$ cat src/rtl/tsc_pkg.sv
package tsc_pkg;
    localparam int unsigned ADDR_W = 3;

    localparam logic [ADDR_W-1:0] A_CONTROL   = 3'd0;
    localparam logic [ADDR_W-1:0] A_LOAD_LOW  = 3'd1;
    localparam logic [ADDR_W-1:0] A_LOAD_HIGH = 3'd2;
    localparam logic [ADDR_W-1:0] A_TRIM_WORD = 3'd3;
    localparam logic [ADDR_W-1:0] A_TRIM_HOLD = 3'd4;
    localparam logic [ADDR_W-1:0] A_TIME_LOW  = 3'd5;
    localparam logic [ADDR_W-1:0] A_TIME_HIGH = 3'd6;

    localparam logic [31:0] CMD_PAUSE  = 32'd2;
    localparam logic [31:0] CMD_RESUME = 32'd4;

    typedef enum logic {
        RUNNING = 1'b0,
        FROZEN  = 1'b1
    } run_state_e;

    typedef enum logic [1:0] {
        TRIM_OFF    = 2'd0,
        TRIM_HELD   = 2'd1,
        TRIM_ACTIVE = 2'd2
    } trim_state_e;
endpackage

$ cat src/rtl/tsc_run_ctrl.sv
module tsc_run_ctrl
    import tsc_pkg::*;
#(
    parameter int unsigned WORD_W = 32
) (
    input  logic              clk,
    input  logic              rst_n,
    input  logic              cmd_wr,
    input  logic [WORD_W-1:0] cmd_data,
    output logic              frozen
);
    run_state_e state_q, state_d;

    always_ff @(posedge clk or negedge rst_n) begin
        if (!rst_n) state_q <= RUNNING;
        else        state_q <= state_d;
    end

    always_comb begin
        state_d = state_q;
        unique case (state_q)
            RUNNING: if (cmd_wr && cmd_data == WORD_W'(CMD_PAUSE))  state_d = FROZEN;
            FROZEN:  if (cmd_wr && cmd_data == WORD_W'(CMD_RESUME)) state_d = RUNNING;
            default: state_d = RUNNING;
        endcase
    end

    always_comb begin
        frozen = (state_q == FROZEN);
    end

    a_r3_pause_takes: assert property (@(posedge clk) disable iff (!rst_n)
        (cmd_wr && cmd_data == WORD_W'(CMD_PAUSE)) |=> frozen);
    a_r3_resume_takes: assert property (@(posedge clk) disable iff (!rst_n)
        (cmd_wr && cmd_data == WORD_W'(CMD_RESUME)) |=> !frozen);
endmodule

$ cat src/rtl/tsc_trim_unit.sv
module tsc_trim_unit
    import tsc_pkg::*;
#(
    parameter int unsigned WORD_W   = 32,
    parameter int unsigned PERIOD_W = 28,
    parameter int unsigned MAG_W    = 3,
    parameter int unsigned NOM_STEP = 8
) (
    input  logic              clk,
    input  logic              rst_n,
    input  logic              frozen,
    input  logic              hold_wr,
    input  logic              hold_val,
    input  logic              word_wr,
    input  logic [WORD_W-1:0] word_data,
    output logic [WORD_W-1:0] word_q,
    output logic              hold_q,
    output logic              fire,
    output logic              corr_up,
    output logic [MAG_W-1:0]  corr_mag
);
    localparam int unsigned IVL_W   = PERIOD_W + 5;
    localparam int unsigned MAG_LSB = PERIOD_W;
    localparam int unsigned DIR_BIT = PERIOD_W + MAG_W;

    trim_state_e state_q, state_d;
    logic [IVL_W-1:0]    elapsed_q;
    logic [IVL_W-1:0]    elapsed_nx;
    logic [IVL_W-1:0]    interval_ns;
    logic [PERIOD_W-1:0] period_f;
    logic [MAG_W-1:0]    mag_f;
    logic                word_enabled;

    always_comb begin
        period_f     = word_q[PERIOD_W-1:0];
        mag_f        = word_q[MAG_LSB +: MAG_W];
        word_enabled = (mag_f != '0) && (period_f != '1);
        interval_ns  = {1'b0, period_f, 4'b0000} + IVL_W'(8);
        elapsed_nx   = elapsed_q + IVL_W'(NOM_STEP);
    end

    always_ff @(posedge clk or negedge rst_n) begin
        if (!rst_n) state_q <= TRIM_OFF;
        else        state_q <= state_d;
    end

    always_comb begin
        state_d = state_q;
        unique case (state_q)
            TRIM_OFF:    if (hold_wr && hold_val) state_d = TRIM_HELD;
            TRIM_ACTIVE: if (hold_wr && hold_val) state_d = TRIM_HELD;
            TRIM_HELD:   if (hold_wr && !hold_val)
                             state_d = word_enabled ? TRIM_ACTIVE : TRIM_OFF;
            default:     state_d = TRIM_OFF;
        endcase
    end

    always_comb begin
        hold_q   = (state_q == TRIM_HELD);
        fire     = (state_q == TRIM_ACTIVE) && !frozen && (elapsed_nx >= interval_ns);
        corr_up  = word_q[DIR_BIT];
        corr_mag = mag_f;
    end

    always_ff @(posedge clk or negedge rst_n) begin
        if (!rst_n)                     word_q <= '0;
        else if (word_wr && hold_q)     word_q <= word_data;
    end

    always_ff @(posedge clk or negedge rst_n) begin
        if (!rst_n)                         elapsed_q <= '0;
        else if (state_q != TRIM_ACTIVE)    elapsed_q <= '0;
        else if (!frozen)                   elapsed_q <= fire ? '0 : elapsed_nx;
    end

    a_r5_word_locked: assert property (@(posedge clk) disable iff (!rst_n)
        (word_wr && !hold_q) |=> (word_q == $past(word_q)));
    a_r7_elapsed_bound: assert property (@(posedge clk) disable iff (!rst_n)
        (state_q == TRIM_ACTIVE) |-> (elapsed_q < interval_ns));
    a_r10_frozen_interval: assert property (@(posedge clk) disable iff (!rst_n)
        (frozen && state_q == TRIM_ACTIVE && !hold_wr) |=> $stable(elapsed_q));
endmodule

$ cat src/rtl/tsc_time_core.sv
module tsc_time_core #(
    parameter int unsigned WORD_W   = 32,
    parameter int unsigned MAG_W    = 3,
    parameter int unsigned NOM_STEP = 8
) (
    input  logic                clk,
    input  logic                rst_n,
    input  logic                frozen,
    input  logic                ld_lo,
    input  logic                ld_hi,
    input  logic [WORD_W-1:0]   ld_data,
    input  logic                fire,
    input  logic                corr_up,
    input  logic [MAG_W-1:0]    corr_mag,
    input  logic                snap_en,
    output logic [2*WORD_W-1:0] time_q,
    output logic [WORD_W-1:0]   hi_snap
);
    localparam int unsigned TIME_W  = 2 * WORD_W;
    localparam int unsigned MAX_MAG = (1 << MAG_W) - 1;

    logic [TIME_W-1:0] step;

    always_comb begin
        step = TIME_W'(NOM_STEP);
        if (fire) begin
            if (corr_up) step = TIME_W'(NOM_STEP) + TIME_W'(corr_mag);
            else         step = TIME_W'(NOM_STEP) - TIME_W'(corr_mag);
        end
    end

    always_ff @(posedge clk or negedge rst_n) begin
        if (!rst_n) begin
            time_q <= '0;
        end else if (frozen) begin
            if (ld_lo) time_q[WORD_W-1:0]      <= ld_data;
            if (ld_hi) time_q[TIME_W-1:WORD_W] <= ld_data;
        end else begin
            time_q <= time_q + step;
        end
    end

    always_ff @(posedge clk or negedge rst_n) begin
        if (!rst_n)       hi_snap <= '0;
        else if (snap_en) hi_snap <= time_q[TIME_W-1:WORD_W];
    end

    a_r3_frozen_stable: assert property (@(posedge clk) disable iff (!rst_n)
        (frozen && !ld_lo && !ld_hi) |=> (time_q == $past(time_q)));
    a_r7_step_window: assert property (@(posedge clk) disable iff (!rst_n)
        !frozen |=> ((time_q - $past(time_q)) <= TIME_W'(NOM_STEP + MAX_MAG)) &&
                    ((time_q - $past(time_q)) >= TIME_W'(NOM_STEP - MAX_MAG)));
    a_r9_snapshot: assert property (@(posedge clk) disable iff (!rst_n)
        snap_en |=> (hi_snap == $past(time_q[TIME_W-1:WORD_W])));
endmodule

$ cat src/rtl/tsc_drift_clock.sv
module tsc_drift_clock
    import tsc_pkg::*;
#(
    parameter int unsigned WORD_W   = 32,
    parameter int unsigned PERIOD_W = 28,
    parameter int unsigned MAG_W    = 3,
    parameter int unsigned NOM_STEP = 8
) (
    input  logic              clk,
    input  logic              rst_n,
    input  logic              wr_en,
    input  logic [ADDR_W-1:0] wr_addr,
    input  logic [WORD_W-1:0] wr_data,
    input  logic              rd_en,
    input  logic [ADDR_W-1:0] rd_addr,
    output logic [WORD_W-1:0] rd_data
);
    localparam int unsigned TIME_W = 2 * WORD_W;

    logic              frozen;
    logic [WORD_W-1:0] word_q;
    logic              hold_q;
    logic              fire;
    logic              corr_up;
    logic [MAG_W-1:0]  corr_mag;
    logic [TIME_W-1:0] time_q;
    logic [WORD_W-1:0] hi_snap;

    logic wr_ctrl, wr_lo, wr_hi, wr_word, wr_hold, snap_en;

    always_comb begin
        wr_ctrl = wr_en && (wr_addr == A_CONTROL);
        wr_lo   = wr_en && (wr_addr == A_LOAD_LOW);
        wr_hi   = wr_en && (wr_addr == A_LOAD_HIGH);
        wr_word = wr_en && (wr_addr == A_TRIM_WORD);
        wr_hold = wr_en && (wr_addr == A_TRIM_HOLD);
        snap_en = rd_en && (rd_addr == A_TIME_LOW);
    end

    tsc_run_ctrl #(.WORD_W(WORD_W)) u_run (
        .clk      (clk),
        .rst_n    (rst_n),
        .cmd_wr   (wr_ctrl),
        .cmd_data (wr_data),
        .frozen   (frozen)
    );

    tsc_trim_unit #(
        .WORD_W   (WORD_W),
        .PERIOD_W (PERIOD_W),
        .MAG_W    (MAG_W),
        .NOM_STEP (NOM_STEP)
    ) u_trim (
        .clk       (clk),
        .rst_n     (rst_n),
        .frozen    (frozen),
        .hold_wr   (wr_hold),
        .hold_val  (wr_data[0]),
        .word_wr   (wr_word),
        .word_data (wr_data),
        .word_q    (word_q),
        .hold_q    (hold_q),
        .fire      (fire),
        .corr_up   (corr_up),
        .corr_mag  (corr_mag)
    );

    tsc_time_core #(
        .WORD_W   (WORD_W),
        .MAG_W    (MAG_W),
        .NOM_STEP (NOM_STEP)
    ) u_core (
        .clk      (clk),
        .rst_n    (rst_n),
        .frozen   (frozen),
        .ld_lo    (wr_lo),
        .ld_hi    (wr_hi),
        .ld_data  (wr_data),
        .fire     (fire),
        .corr_up  (corr_up),
        .corr_mag (corr_mag),
        .snap_en  (snap_en),
        .time_q   (time_q),
        .hi_snap  (hi_snap)
    );

    always_comb begin
        unique case (rd_addr)
            A_CONTROL:   rd_data = WORD_W'(frozen);
            A_TRIM_WORD: rd_data = word_q;
            A_TRIM_HOLD: rd_data = WORD_W'(hold_q);
            A_TIME_LOW:  rd_data = time_q[WORD_W-1:0];
            A_TIME_HIGH: rd_data = hi_snap;
            default:     rd_data = '0;
        endcase
    end

    a_r6_held_nominal: assert property (@(posedge clk) disable iff (!rst_n)
        (hold_q && !frozen) |=> (time_q == $past(time_q) + TIME_W'(NOM_STEP)));
    a_r4_running_load_ignored: assert property (@(posedge clk) disable iff (!rst_n)
        (!frozen && (wr_lo || wr_hi) && !fire) |=> (time_q == $past(time_q) + TIME_W'(NOM_STEP)));
endmodule

$ cat config.mk
export PLATFORM = sky130hd
export DESIGN_NAME = tsc_drift_clock
export DESIGN_NICKNAME = d
export VERILOG_FILES = /design/src/rtl/tsc_pkg.sv /design/src/rtl/tsc_run_ctrl.sv /design/src/rtl/tsc_trim_unit.sv /design/src/rtl/tsc_time_core.sv /design/src/rtl/tsc_drift_clock.sv
export SDC_FILE = /design/constraint.sdc
export NUM_CORES = 1
export LEC_CHECK = 0
export BUFFER_PORTS_ARGS = -buffer_cell sky130_fd_sc_hd__buf_4
export CELL_PAD_IN_SITES_DETAIL_PLACEMENT = 0
export CELL_PAD_IN_SITES_GLOBAL_PLACEMENT = 1
export CORE_MARGIN = 2
export CORE_UTILIZATION = 40
export DETAILED_ROUTE_END_ITERATION = 16
export GPL_TIMING_DRIVEN = 1
export HOLD_SLACK_MARGIN = 0.05
export PLACE_DENSITY = 0.77
export SYNTH_ARGS = -nofsm -noshare
export SYNTH_HDL_FRONTEND = slang
export SYNTH_SLANG_ARGS = --single-unit
$ cat constraint.sdc
create_clock -name clk -period 6.05 [get_ports clk]
set_input_delay 1.21 -clock clk [delete_from_list [all_inputs] [get_ports clk]]
set_output_delay 1.21 -clock clk [all_outputs]
set_load 0.03 [all_outputs]
Word level (Yosys, flattened, before mapping) --
Cells that the tools add are included.
Storage, ports and cells: RAM bits 0, logic and storage cells 71, memories kept 0, input bits 42, latch bits 0, output and inout port bits 32, ROM bits 0, bits in registers 164
Cells by class: divide/modulo/power cells 0, reductions and logical operators 22, multiply operators 0, shifts and indexed selects 0, $lt $le $gt $ge 1, mux-type cells 16, equality and inequality tests 19, bitwise gates (word level) 1, $add $sub $neg 5
Operator list (count):
- two-way mux 64 bit | 3
- one-hot mux 32 bit (5 select lines) | 1
- two-way mux 33 bit | 3
- adder 64 bit | 1
- two-way mux 32 bit | 2
- adder 32 x 4 -> 33 bit, second input constant | 1
- adder 33 x 4 -> 33 bit, second input constant | 1
- >= comparator 33 bit | 1
- equality test 32 x 2 -> 1 bit, second input constant | 1
- equality test 32 x 3 -> 1 bit, second input constant | 1
- inequality test 28 bit, second input constant | 1
- logical AND 1 bit | 14
- equality test 3 bit, second input constant | 4
- inequality test 2 x 1 -> 1 bit, second input constant | 5
- equality test 3 x 2 -> 1 bit, second input constant | 3
- zero test 3 bit | 2
- two-way mux 2 bit | 3
- adder 4 x 3 -> 5 bit, first input constant | 1
- subtractor 4 x 3 -> 5 bit, first input constant | 1
- one-hot mux 2 bit (2 select lines) | 1
- equality test 3 x 1 -> 1 bit, second input constant | 1
- nonzero test 3 bit | 1
- equality test 2 x 1 -> 1 bit, second input constant | 1
- equality test 2 bit, second input constant | 1
- other kinds (8) | 10

Longest topological paths before layout --
Gate-level depths: netlist (run 1).
word-level depth 6, gate-level depth with buffers 23, gate-level depth less buffers 20

Hierarchy --
From an unflattened synthesis (run 1), not the netlist that was laid out.
Unflattened totals: cells, all modules 1119, area, all modules 10705.3 um2
By module, submodules not included:
- tsc_time_core | instances 1, sequential area each 2402.3 um2, area each 5582.9 um2, cells an instance 572
- tsc_trim_unit | instances 1, sequential area each 1601.5 um2, area each 4215.3 um2, cells an instance 439
- tsc_drift_clock | instances 1, sequential area each 0.0 um2, area each 767.0 um2, cells an instance 93
- tsc_run_ctrl | instances 1, sequential area each 25.0 um2, area each 140.1 um2, cells an instance 15

Least setup slack after synthesis (run 1) --
No wires, ideal clock.
path kind flip-flop to flip-flop, from reg u_trim.elapsed_q[3], to reg u_core.time_q[62], buffers on the path 2, path slack 0.807 ns, period minus slack after synthesis 5.243 ns, cell stages (with the launch flop) 22, arrival time 5.097 ns, data required time 5.904 ns, library setup time 0.146 ns, cells stage by stage dfrtp_1 > ha_1 > clkbuf_1 > nand4_1 > or4_1 > xnor2_1 > ha_1 > nand4_1 > nor3_1 > a221o_1 > nor3_1 > nand4_1 > and3_1 > ha_1 > fa_1 > a21o_1 > a21oi_1 > nor4_4 > buf_4 > nand4_1 > xor2_1 > mux2i_1
Between the ends: cells in the longest elaborated chain, start to end 6
Ends and longest elaborated chain:
- start, declared | line tsc_trim_unit.sv:27 | logic [IVL_W-1:0] elapsed_q;
- start signal, assigned | line tsc_trim_unit.sv:73 | else if (!frozen) elapsed_q <= fire ? '0 : elapsed_nx;
- adder 33 x 4 -> 33 bit | line tsc_trim_unit.sv:39 | elapsed_nx = elapsed_q + IVL_W'(NOM_STEP);
- >= comparator 33 bit | line tsc_trim_unit.sv:60 | fire = (state_q == TRIM_ACTIVE) && !frozen && (elapsed_nx >= interval_ns);
- logical AND 1 bit | line tsc_trim_unit.sv:60
- two-way mux 64 bit | line tsc_time_core.sv:26 | if (fire) begin
- adder 64 bit | line tsc_time_core.sv:39 | time_q <= time_q + step;
- two-way mux 64 bit | line tsc_time_core.sv:35 | end else if (frozen) begin
- end signal, assigned by index | line tsc_time_core.sv:36 | if (ld_lo) time_q[WORD_W-1:0] <= ld_data;
- end signal, assigned by index | line tsc_time_core.sv:37 | if (ld_hi) time_q[TIME_W-1:WORD_W] <= ld_data;
- end signal, assigned | line tsc_time_core.sv:39
- end, declared | line tsc_time_core.sv:16 | output logic [2*WORD_W-1:0] time_q,
Every way passes these cells. A chain may end at the register's enable or synchronous reset.

Final worst setup path (run 1) --
from reg u_trim.elapsed_q[3], to reg u_core.time_q[54]
Same word-level chain as after synthesis.

==> results of run 1 <==
==> layout by cell type, fill, tap and decap left out, types with 17 or more instances in the layout <==
cell type  instances
a22o_1            62
a32o_1            20
and3_1            18
buf_4             89
clkbuf_16         17
dfrtp_1          160
ha_1              34
inv_1             41
mux2_2            38
mux2i_1           78
nand2_1          137
nand3_1           29
nand4_1           47
nor2_1            35
nor4_1            22
o21ai_0           49
xnor2_1           34
xor2_1            42
==> worst max-delay path by stage <==
| stage | endpoint | slack (ns) | from | depth (start not counted) |
|---|---|---|---|---|
| after floorplan | u_core.time_q[62] | 0.81 | u_trim.elapsed_q[3] | 21 |
| after global placement | u_core.time_q[54] | 0.64 | u_trim.elapsed_q[18] | 23 |
| after detailed placement | u_core.time_q[54] | 0.42 | u_trim.elapsed_q[3] | 21 |
| after CTS | u_core.time_q[54] | 0.36 | u_trim.elapsed_q[3] | 21 |
| after global routing | u_core.time_q[54] | 0.09 | u_trim.elapsed_q[3] | 21 |
| final | u_core.time_q[54] | 0.43 | u_trim.elapsed_q[3] | 21 |
==> metrics by stage <==
step / instances / worst slack, ns / utilization (%)
2_1_floorplan: 1080 / 0.807 / -
3_3_place_gp: 1431 / 0.635 / 44.3
3_5_place_dp: 1431 / 0.417 / 44.3
4_1_cts: 1463 / 0.360 / 46.6
5_1_grt: 1464 / 0.0903 / 46.6
6_report: 1464 / 0.433 / 46.6
==> report_power, final <==
part / total [mW] / internal [mW] / switching, mW / leakage (nW)
combinational: 0.697 / 0.273 / 0.424 / 2.55
sequential: 1.42 / 1.21 / 0.209 / 1.90
clock: 1.10 / 0.631 / 0.471 / 0.278
total: 3.22 / 2.12 / 1.10 / 4.73
==> what timing repair did <==
action / in CTS / in global routing
gates resized for setup: 0 / 0
setup endpoints to repair: 0 / 1
setup buffers: 0 / 1
hold buffers: 0 / 0
==> worst max-delay path, stage by stage, from the launching register on <==
cell	delay, ns
dfrtp_1	0.47
ha_1	0.36
nand4_1	0.31
or4_1	0.65
xnor2_1	0.17
ha_1	0.30
nand4_1	0.16
nor4_1	0.30
nand3_1	0.16
or2_2	0.31
nand4_1	0.19
and3_1	0.19
ha_1	0.18
fa_1	0.22
a21o_1	0.14
a21oi_1	0.06
buf_4	0.18
nor4_4	0.37
buf_4	0.20
nand3_2	0.09
or3_1	0.35
a31oi_1	0.16
==> per-layer routing <==
metal / part of all wire, % / up-vias
met4: 2.9 / 0
met2: 47 / 222
met5: 0 / -
li1: - / 4066
met1: 46 / 4434
met3: 4.4 / 55
==> layout make-up <==
class	count	share of cell area, %
clock buffer	20	3.87
clock inverter	12	1.14
inverter	42	1.34
multi-input combinational	809	50.3
sequential	161	34.1
tap	330	3.50
timing repair buffer	90	5.75
==> registers in the layout, summed over array words and instances, names as in the netlist <==
signal            cells
u_core.hi_snap       32
u_run.frozen          1
u_trim.elapsed_q     30
u_trim.state_q        2
u_core.time_q        64
u_trim.word_q        32
==> cells by family (layout without fill, tap and decap cells) <==
| group | Yosys count | after routing | synth area share (%) |
|---|---|---|---|
| adders and majority gates | 35 | 35 | 4.29 |
| DFF | 161 | 161 | 38.8 |
| muxes | 116 | 116 | 11.7 |
| AOI/OAI and AO/OA | 208 | 208 | 15.0 |
| buffers and inverters | 110 | 164 | 4.32 |
| xor gates and xnor gates | 76 | 76 | 6.42 |
| and+or+nand+nor | 374 | 374 | 19.5 |
==> summary.txt, run 1 <==
chip height: 165 um
LEAKAGE: 4.73 nW
GRT met1 Usage: 33.9%
unrepaired setup endpoints after global routing: no
nets: 1198
most frequent cells after synthesis: dfrtp_1, nand2_1, mux2i_1
Clock Tree Buf Depth: 2
r2r setup slk: 0.43 ns
Post-Syn Area per Cell: 9.61 sq um
Crit. End Element: flop
All-Layer GR Usage: 24.7%
EDFF count, synth: 0
status: complete, no violations
clk root buf: clkbuf_16
largest net degree at the start of global routing: 72
Synth async-reset ratio: 100%
Final Instance Area: 11800 sq um
post-route ant nets: 0
Worst Reg-to-Reg Cells: 21
I/O pins: 74
Synth Warn #: 0
crit path max fanout: 9
final RePlAce weighted congestion: 0.913
final hold violation count: 0
DR vias: 8777
Synth cell types: 64
vias in the first global route: 8602
CP Data Required Time: 6.40 ns
grt met3 use: 4.14%
worst rel slew slack: 19.7%
worst skew pair latency: 0.43 ns
Final Max Tran Viols: 0
initial antenna violation count: 0
Synth Register Bits: 161
Yosys top cell area share: 38.8%
Hold Path Sink: u_trim.state_q[0]
Worst setup SP type: flop
Core Box Area: 25300 sq um
clock sinks: 161
worst min-delay path startpoint: u_trim.state_q[1]
worst r2r dst: u_core.time_q[54]
most common cell in the netlist: dfrtp_1
drt wl/cell: 22.5 um
total power: 3.22 mW
CTS tree: built
layout cells sized above 1: 16.4%
initial DRC count: 809
Net Count, Synth: 1157
area occupied by multi-input gates: 5930 sq um
CP arrival: 5.96 ns
GR Layer Usage met2: 39.8%
ys flop type: dfrtp_1
critical path type: flop to flop
diode count: 0
Period Utilization, post-route: 92.8%
first-pass GRT wire length: 50.7 mm
vias per std cell: 6.00
Syn Inst Count: 1080
Routed WL: 33.0 mm
final setup TNS: 0 ns
most used routing layer in global routing: met2
IO Port Bufs: 73
Power Density: 273 nW/um^2
Initial Util: 41.0%
hold_ws: 0.483 ns
sequential area share after synthesis: 38.8%
area of placed instances: 11200 sq um
FILL cells: 2465
DIE AREA: 27200 sq um
Die W: 165 um
worst hold path stage count: 1
Tmin final: 5.62 ns
drt pass-1 iters: 5
DR DRC count: 0
final setup vio count: 0
total gr overflow: 0
Max Fclk: 0.178 GHz
HPWL after DPL: 23.6 mm
top post-synthesis cells by area: dfrtp_1, mux2i_1, a22o_1, nand2_1, mux2_2
hold crit path type: flop to flop
Num CTS Buffers: 17
CTS clk-pin slew, worst paths: 0.07 ns
H-tree Lvls: 4
Worst-Margin Slew: 1.20 ns
area growth from synthesis to layout: 13.8%
Peak VDD IR: 192 uV
mapped cell area: 10400 sq um
Max Cap Violations: 0
Crit Reg-Reg Startpoint: u_trim.elapsed_q[3]
Final Skew: 0.0116 ns
Core Rows: 58
leading area contributor after synthesis: dfrtp_1
sequential standard cell area: 4030 sq um
No activity file was read; power rests on OpenSTA's default activity.
==> run 2: changes to the inputs <==
--- a/config.mk
+++ b/config.mk
@@ -8,6 +8,7 @@
 export BUFFER_PORTS_ARGS = -buffer_cell sky130_fd_sc_hd__buf_4
 export CELL_PAD_IN_SITES_DETAIL_PLACEMENT = 0
 export CELL_PAD_IN_SITES_GLOBAL_PLACEMENT = 1
+export CORE_ASPECT_RATIO = 1.5
 export CORE_MARGIN = 2
 export CORE_UTILIZATION = 40
 export DETAILED_ROUTE_END_ITERATION = 16
==> summary.txt, run 2 (synthesized netlist as in run 1, its figures left out) <==
total gr overflow: 0 (unchanged)
DR DRC count: 0 (unchanged)
Max Fclk: 0.179 GHz (was 0.178 GHz)
H-tree Lvls: 4 (unchanged)
most common cell after layout, fill and taps aside: dfrtp_1 (unchanged)
worst skew pair latency: 0.45 ns (was 0.43 ns)
Crit. End Element: flop (unchanged)
Core Box Area: 25700 sq um (was 25300 sq um)
r2r setup slk: 0.47 ns (was 0.43 ns)
Worst setup SP type: flop (unchanged)
CP arrival: 5.95 ns (was 5.96 ns)
Final Skew: 0.00862 ns (was 0.0116 ns)
chip height: 201 um (was 165 um)
vias in the first global route: 8785 (was 8602)
cell breakdown of the critical path: nand4_1 -> nor3_1 -> nand3_2 -> o21ai_0 -> nand2_1 -> ha_1 -> nand3_1 -> nor4_1 -> nand3_1 -> or2_2 -> nand4_1 -> and3_1 -> ha_1 -> fa_1 -> a21o_1 -> a21oi_1 -> buf_4 -> nor4_4 -> buf_4 -> nand3_2 -> or3_1 -> a31oi_1 (was ha_1 -> nand4_1 -> or4_1 -> xnor2_1 -> ha_1 -> nand4_1 -> nor4_1 -> nand3_1 -> or2_2 -> nand4_1 -> and3_1 -> ha_1 -> fa_1 -> a21o_1 -> a21oi_1 -> buf_4 -> nor4_4 -> buf_4 -> nand3_2 -> or3_1 -> a31oi_1)
hold crit path type: flop to flop (unchanged)
final RePlAce weighted congestion: 0.879 (was 0.913)
Clock Tree Buf Depth: 2 (unchanged)
vias per std cell: 5.99 (was 6.00)
unrepaired setup endpoints after global routing: no (unchanged)
LEAKAGE: 4.74 nW (was 4.73 nW)
drt pass-1 iters: 5 (unchanged)
crit path max fanout: 13 (was 9)
area growth from synthesis to layout: 14.0% (was 13.8%)
Routed WL: 34.3 mm (was 33.0 mm)
first-pass GRT wire length: 52.7 mm (was 50.7 mm)
largest net degree at the start of global routing: 87 (was 72)
Largest register FFs: 64 (unchanged)
initial antenna violation count: 0 (unchanged)
diode count: 0 (unchanged)
Final Max Tran Viols: 0 (unchanged)
worst rel slew slack: 23.3% (was 19.7%)
I/O pins: 74 (unchanged)
drt wl/cell: 23.4 um (was 22.5 um)
Crit-path slowest cell: dfrtp_1 (was or4_1)
Core Rows: 72 (was 58)
Worst path max stage delay: 0.49 ns (was 0.65 ns)
status: complete, no violations (unchanged)
CP Data Required Time: 6.42 ns (was 6.40 ns)
leading cell types in the layout, fill and taps excluded: dfrtp_1, nand2_1, buf_4 (unchanged)
critical path type: flop to flop (unchanged)
biggest regs: u_core.time_q x64, u_core.hi_snap x32, u_trim.word_q x32 (unchanged)
final setup TNS: 0 ns (unchanged)
Die W: 135 um (was 165 um)
Worst-Margin Slew: 1.15 ns (was 1.20 ns)
IO Port Bufs: 73 (unchanged)
All-Layer GR Usage: 25.7% (was 24.7%)
Reg with most FFs: u_core.time_q (unchanged)
DIE AREA: 27300 sq um (was 27200 sq um)
Power Density: 276 nW/um^2 (was 273 nW/um^2)
fin util: 46.0% (was 46.6%)
HPWL after DPL: 24.7 mm (was 23.6 mm)
post-route ant nets: 0 (unchanged)
Peak VDD IR: 239 uV (was 192 uV)
clock sinks: 161 (unchanged)
DR vias: 8776 (was 8777)
CTS tree: built (unchanged)
Initial Util: 40.4% (was 41.0%)
post-CTS setup buffers: 0 (unchanged)
final setup vio count: 0 (unchanged)
Period Utilization, post-route: 92.2% (was 92.8%)
Tmin final: 5.58 ns (was 5.62 ns)
nets: 1196 (was 1198)
layout cells sized above 1: 16.4% (about the same)
Num CTS Buffers: 17 (unchanged)
CTS clk-pin slew, worst paths: 0.06 ns (was 0.07 ns)
clk root buf: clkbuf_16 (unchanged)
final hold violation count: 0 (unchanged)
Max Cap Violations: 0 (unchanged)
initial DRC count: 553 (was 809)
[run 2: cell count changes in the layout (fill, tap and decap cells not counted), sizes merged]
cell	change
buf	-2
bufinv	+1
clkbuf	-1
clkinvlp	-1
inv	+1
[run 2: per-stage QoR]
step	cell area (sq um)	power, mW	setup slack [ns]	hold WS, ns	cells
2_1_floorplan	10400	1.79	0.807	0.442	1080
3_3_place_gp	11200	2.10	0.465	0.459	1433
3_5_place_dp	11200	2.12	0.446	0.471	1433
4_1_cts	11800	3.27	0.378	0.485	1465
5_1_grt	11800	3.39	0.0445	0.499	1465
6_report	11800	3.26	0.471	0.485	1465
[run 2: layer usage]
layer	wire length (um)	global-route usage, %
met1	13700	31.1
met2	17700	44.8
met3	1400	3.33
met5	0	0
met4	1490	12.1
[run 2: area by class of cell]
class	instances	area, sq um
timing repair buffer	88	664
multi-input combinational	809	5940
clock buffer	19	453
fill	2473	13900
clock inverter	13	159
inverter	42	158
sequential	161	4030
tap	333	417
[run 2: power by group]
part	internal (mW)	switching (mW)	total, mW
Sequential	1.21	0.200	1.42
Clock	0.670	0.479	1.15
Combinational	0.275	0.424	0.699
[run 2: worst max-delay path: cells and delay by family, from the launching register on]
kind,cells,cell delay [ns]
and+or+nand+nor,13,3.12
DFF,1,0.49
buffers and inverters,2,0.47
AOI/OAI and AO/OA,4,0.70
adders and majority gates,3,0.73
[run 2: worst paths after layout]
kind | startpoint | end | cells after the start
setup reg to reg | u_trim.elapsed_q[18] | u_core.time_q[54] | 22
setup / recovery | u_trim.elapsed_q[18] | u_core.time_q[54] | 22
min in group asynchronous | rst_n | u_trim.elapsed_q[29] | 1
hold reg to reg | u_core.hi_snap[13] | u_core.hi_snap[13] | 2
max in group asynchronous | rst_n | u_core.hi_snap[31] | 2
hold / removal | u_core.hi_snap[13] | u_core.hi_snap[13] | 2
[run 2: what timing repair did]
item,in CTS,in global routing
setup endpoints to repair,0,1
hold buffers,0,0
gates resized for setup,0,1
==> run 3: changes to the inputs <==
--- a/config.mk
+++ b/config.mk
@@ -10,11 +10,11 @@
 export CELL_PAD_IN_SITES_GLOBAL_PLACEMENT = 1
 export CORE_ASPECT_RATIO = 1.5
 export CORE_MARGIN = 2
-export CORE_UTILIZATION = 40
+export CORE_UTILIZATION = 30
 export DETAILED_ROUTE_END_ITERATION = 16
 export GPL_TIMING_DRIVEN = 1
 export HOLD_SLACK_MARGIN = 0.05
-export PLACE_DENSITY = 0.77
+export PLACE_DENSITY = 0.63
 export SYNTH_ARGS = -nofsm -noshare
 export SYNTH_HDL_FRONTEND = slang
 export SYNTH_SLANG_ARGS = --single-unit
==> summary.txt, run 3 (synthesized netlist as in run 1, its figures left out) <==
critical path type: flop to flop (unchanged)
CTS tree: built (unchanged)
hold crit path type: flop to flop (unchanged)
Num CTS Buffers: 17 (unchanged)
DR DRC count: 0 (unchanged)
unrepaired setup endpoints after global routing: no (unchanged)
Worst-Margin Slew: 1.06 ns (was 1.15 ns)
crit path max fanout: 9 (was 13)
Worst path max stage delay: 0.56 ns (was 0.49 ns)
status: complete, no violations (unchanged)
biggest regs: u_core.time_q x64, u_core.hi_snap x32, u_trim.word_q x32 (unchanged)
largest net degree at the start of global routing: 99 (was 87)
CP arrival: 6.13 ns (was 5.95 ns)
# hold bufs at CTS: 0 (unchanged)
worst rel slew slack: 28.8% (was 23.3%)
final RePlAce weighted congestion: 0.842 (was 0.879)
clk root buf: clkbuf_16 (unchanged)
worst r2r dst: u_core.time_q[54] (unchanged)
layout cells sized above 1: 16.4% (about the same)
total gr overflow: 0 (unchanged)
HPWL after DPL: 26.5 mm (was 24.7 mm)
Power Density: 274 nW/um^2 (was 276 nW/um^2)
Max Cap Violations: 0 (unchanged)
Worst Reg-to-Reg Cells: 21 (was 22)
post-route ant nets: 0 (unchanged)
Peak VDD IR: 161 uV (was 239 uV)
vias per std cell: 5.59 (was 5.99)
leading cell types in the layout, fill and taps excluded: dfrtp_1, nand2_1, buf_4 (unchanged)
final hold violation count: 0 (unchanged)
Core Box Area: 34200 sq um (was 25700 sq um)
worst skew pair latency: 0.46 ns (was 0.45 ns)
CP Data Required Time: 6.42 ns (about the same)
r2r setup slk: 0.29 ns (was 0.47 ns)
Largest register FFs: 64 (unchanged)
diode count: 0 (unchanged)
DP Worst Slack: 0.276 ns (was 0.446 ns)
Period Utilization, post-route: 95.1% (was 92.2%)
CTS clk-pin slew, worst paths: 0.07 ns (was 0.06 ns)
Core Rows: 83 (was 72)
DIE AREA: 36100 sq um (was 27300 sq um)
Crit. End Element: flop (unchanged)
cell breakdown of the critical path: nand4_1 -> nor3_1 -> nand3_2 -> o21ai_0 -> nand2_1 -> ha_1 -> nand3_1 -> nor4_1 -> nand3_1 -> or2_2 -> nand4_1 -> and3_1 -> ha_1 -> fa_1 -> a21o_1 -> a21oi_1 -> nor4_4 -> buf_4 -> nand3_2 -> or3_1 -> a31oi_1 (was nand4_1 -> nor3_1 -> nand3_2 -> o21ai_0 -> nand2_1 -> ha_1 -> nand3_1 -> nor4_1 -> nand3_1 -> or2_2 -> nand4_1 -> and3_1 -> ha_1 -> fa_1 -> a21o_1 -> a21oi_1 -> buf_4 -> nor4_4 -> buf_4 -> nand3_2 -> or3_1 -> a31oi_1)
vias in the first global route: 8696 (was 8785)
area growth from synthesis to layout: 15.1% (was 14.0%)
Routed WL: 36.5 mm (was 34.3 mm)
IO Port Bufs: 73 (unchanged)
worst setup margin: 0.294 ns (was 0.471 ns)
final setup vio count: 0 (unchanged)
Die W: 156 um (was 135 um)
Worst setup SP type: flop (unchanged)
initial antenna violation count: 0 (unchanged)
Reg with most FFs: u_core.time_q (unchanged)
Final Skew: 0.00810 ns (was 0.00862 ns)
Crit Reg-Reg Startpoint: u_trim.elapsed_q[18] (unchanged)
first-pass GRT wire length: 54.9 mm (was 52.7 mm)
Initial Util: 30.4% (was 40.4%)
nets: 1198 (was 1196)
worst min-delay path startpoint: u_trim.state_q[1] (was u_core.hi_snap[13])
most common cell after layout, fill and taps aside: dfrtp_1 (unchanged)
final setup TNS: 0 ns (unchanged)
chip height: 232 um (was 201 um)
Final Max Tran Viols: 0 (unchanged)
drt wl/cell: 23.4 um (about the same)
LEAKAGE: 4.74 nW (about the same)
clock sinks: 161 (unchanged)
DR vias: 8719 (was 8776)
worst hold path stage count: 1 (was 2)
Max Fclk: 0.174 GHz (was 0.179 GHz)
Crit-path slowest cell: nor4_1 (was dfrtp_1)
Hold Path Sink: u_trim.state_q[0] (was u_core.hi_snap[13])
Tmin final: 5.76 ns (was 5.58 ns)
All-Layer GR Usage: 20.6% (was 25.7%)
drt pass-1 iters: 5 (unchanged)
initial DRC count: 532 (was 553)
Clock Tree Buf Depth: 2 (unchanged)
I/O pins: 74 (unchanged)
H-tree Lvls: 4 (unchanged)
-- run 3: cell types whose count changed in the layout (fill, tap and decap cells not counted), sizes merged --
| cell | previous run | this run |
|---|---|---|
| clkinv | 6 | 4 |
| buf | 88 | 90 |
| inv | 43 | 42 |
| clkbuf | 19 | 22 |
-- run 3: worst max-delay path: cells and delay by family, from the launching register on --
family          cells  cell delay, ns
simple gates       13            3.46
buf+inv             1            0.28
fa+ha+maj           3            0.70
compound gates      4            0.70
flops               1            0.51
-- run 3: layer usage --
layer / share of wire (%) / global-route usage [%]
met5: 0 / 0
met4: 3.6 / 8.31
met3: 3.3 / 3.19
met2: 53 / 37.1
met1: 41 / 24.4
-- run 3: power by group --
group          switching, mW  leakage [nW]  internal, mW  total, mW
sequential             0.210          1.90          1.21       1.42
clock                  0.477         0.292         0.679       1.16
combinational          0.418          2.54         0.274      0.692
-- run 3: through the flow --
step	cell area [sq um]	total power, mW	util (%)	instances	hold WS [ns]
floorplan	10400	1.79	-	1080	0.442
global placement	11300	2.13	33.1	1527	0.457
detailed placement	11300	2.14	33.1	1527	0.459
CTS	11900	3.30	34.9	1559	0.470
global route	11900	3.43	34.9	1559	0.510
finish	11900	3.27	34.9	1559	0.474
-- run 3: timing repair --
action,CTS,global route
endpoints found under the setup margin,0,14
setup buffers,0,0
gates resized for setup,0,2
-- run 3: worst max path at each step --
stage | slack, ns | startpoint | end
after floorplan | 0.81 | u_trim.elapsed_q[3] | u_core.time_q[62]
after global placement | 0.30 | u_trim.elapsed_q[18] | u_core.time_q[54]
after detailed placement | 0.28 | u_trim.elapsed_q[18] | u_core.time_q[54]
after CTS | 0.22 | u_trim.elapsed_q[18] | u_core.time_q[54]
after global routing | 0.002 | u_trim.elapsed_q[18] | u_core.time_q[54]
final | 0.29 | u_trim.elapsed_q[18] | u_core.time_q[54]
-- run 3: cell type report --
class | instances | area, sq um
clock buffer | 22 | 474
clock inverter | 10 | 133
fill | 3462 | 22200
inverter | 42 | 158
multi-input combinational | 809 | 5930
sequential | 161 | 4030
tap | 425 | 532
timing repair buffer | 90 | 679
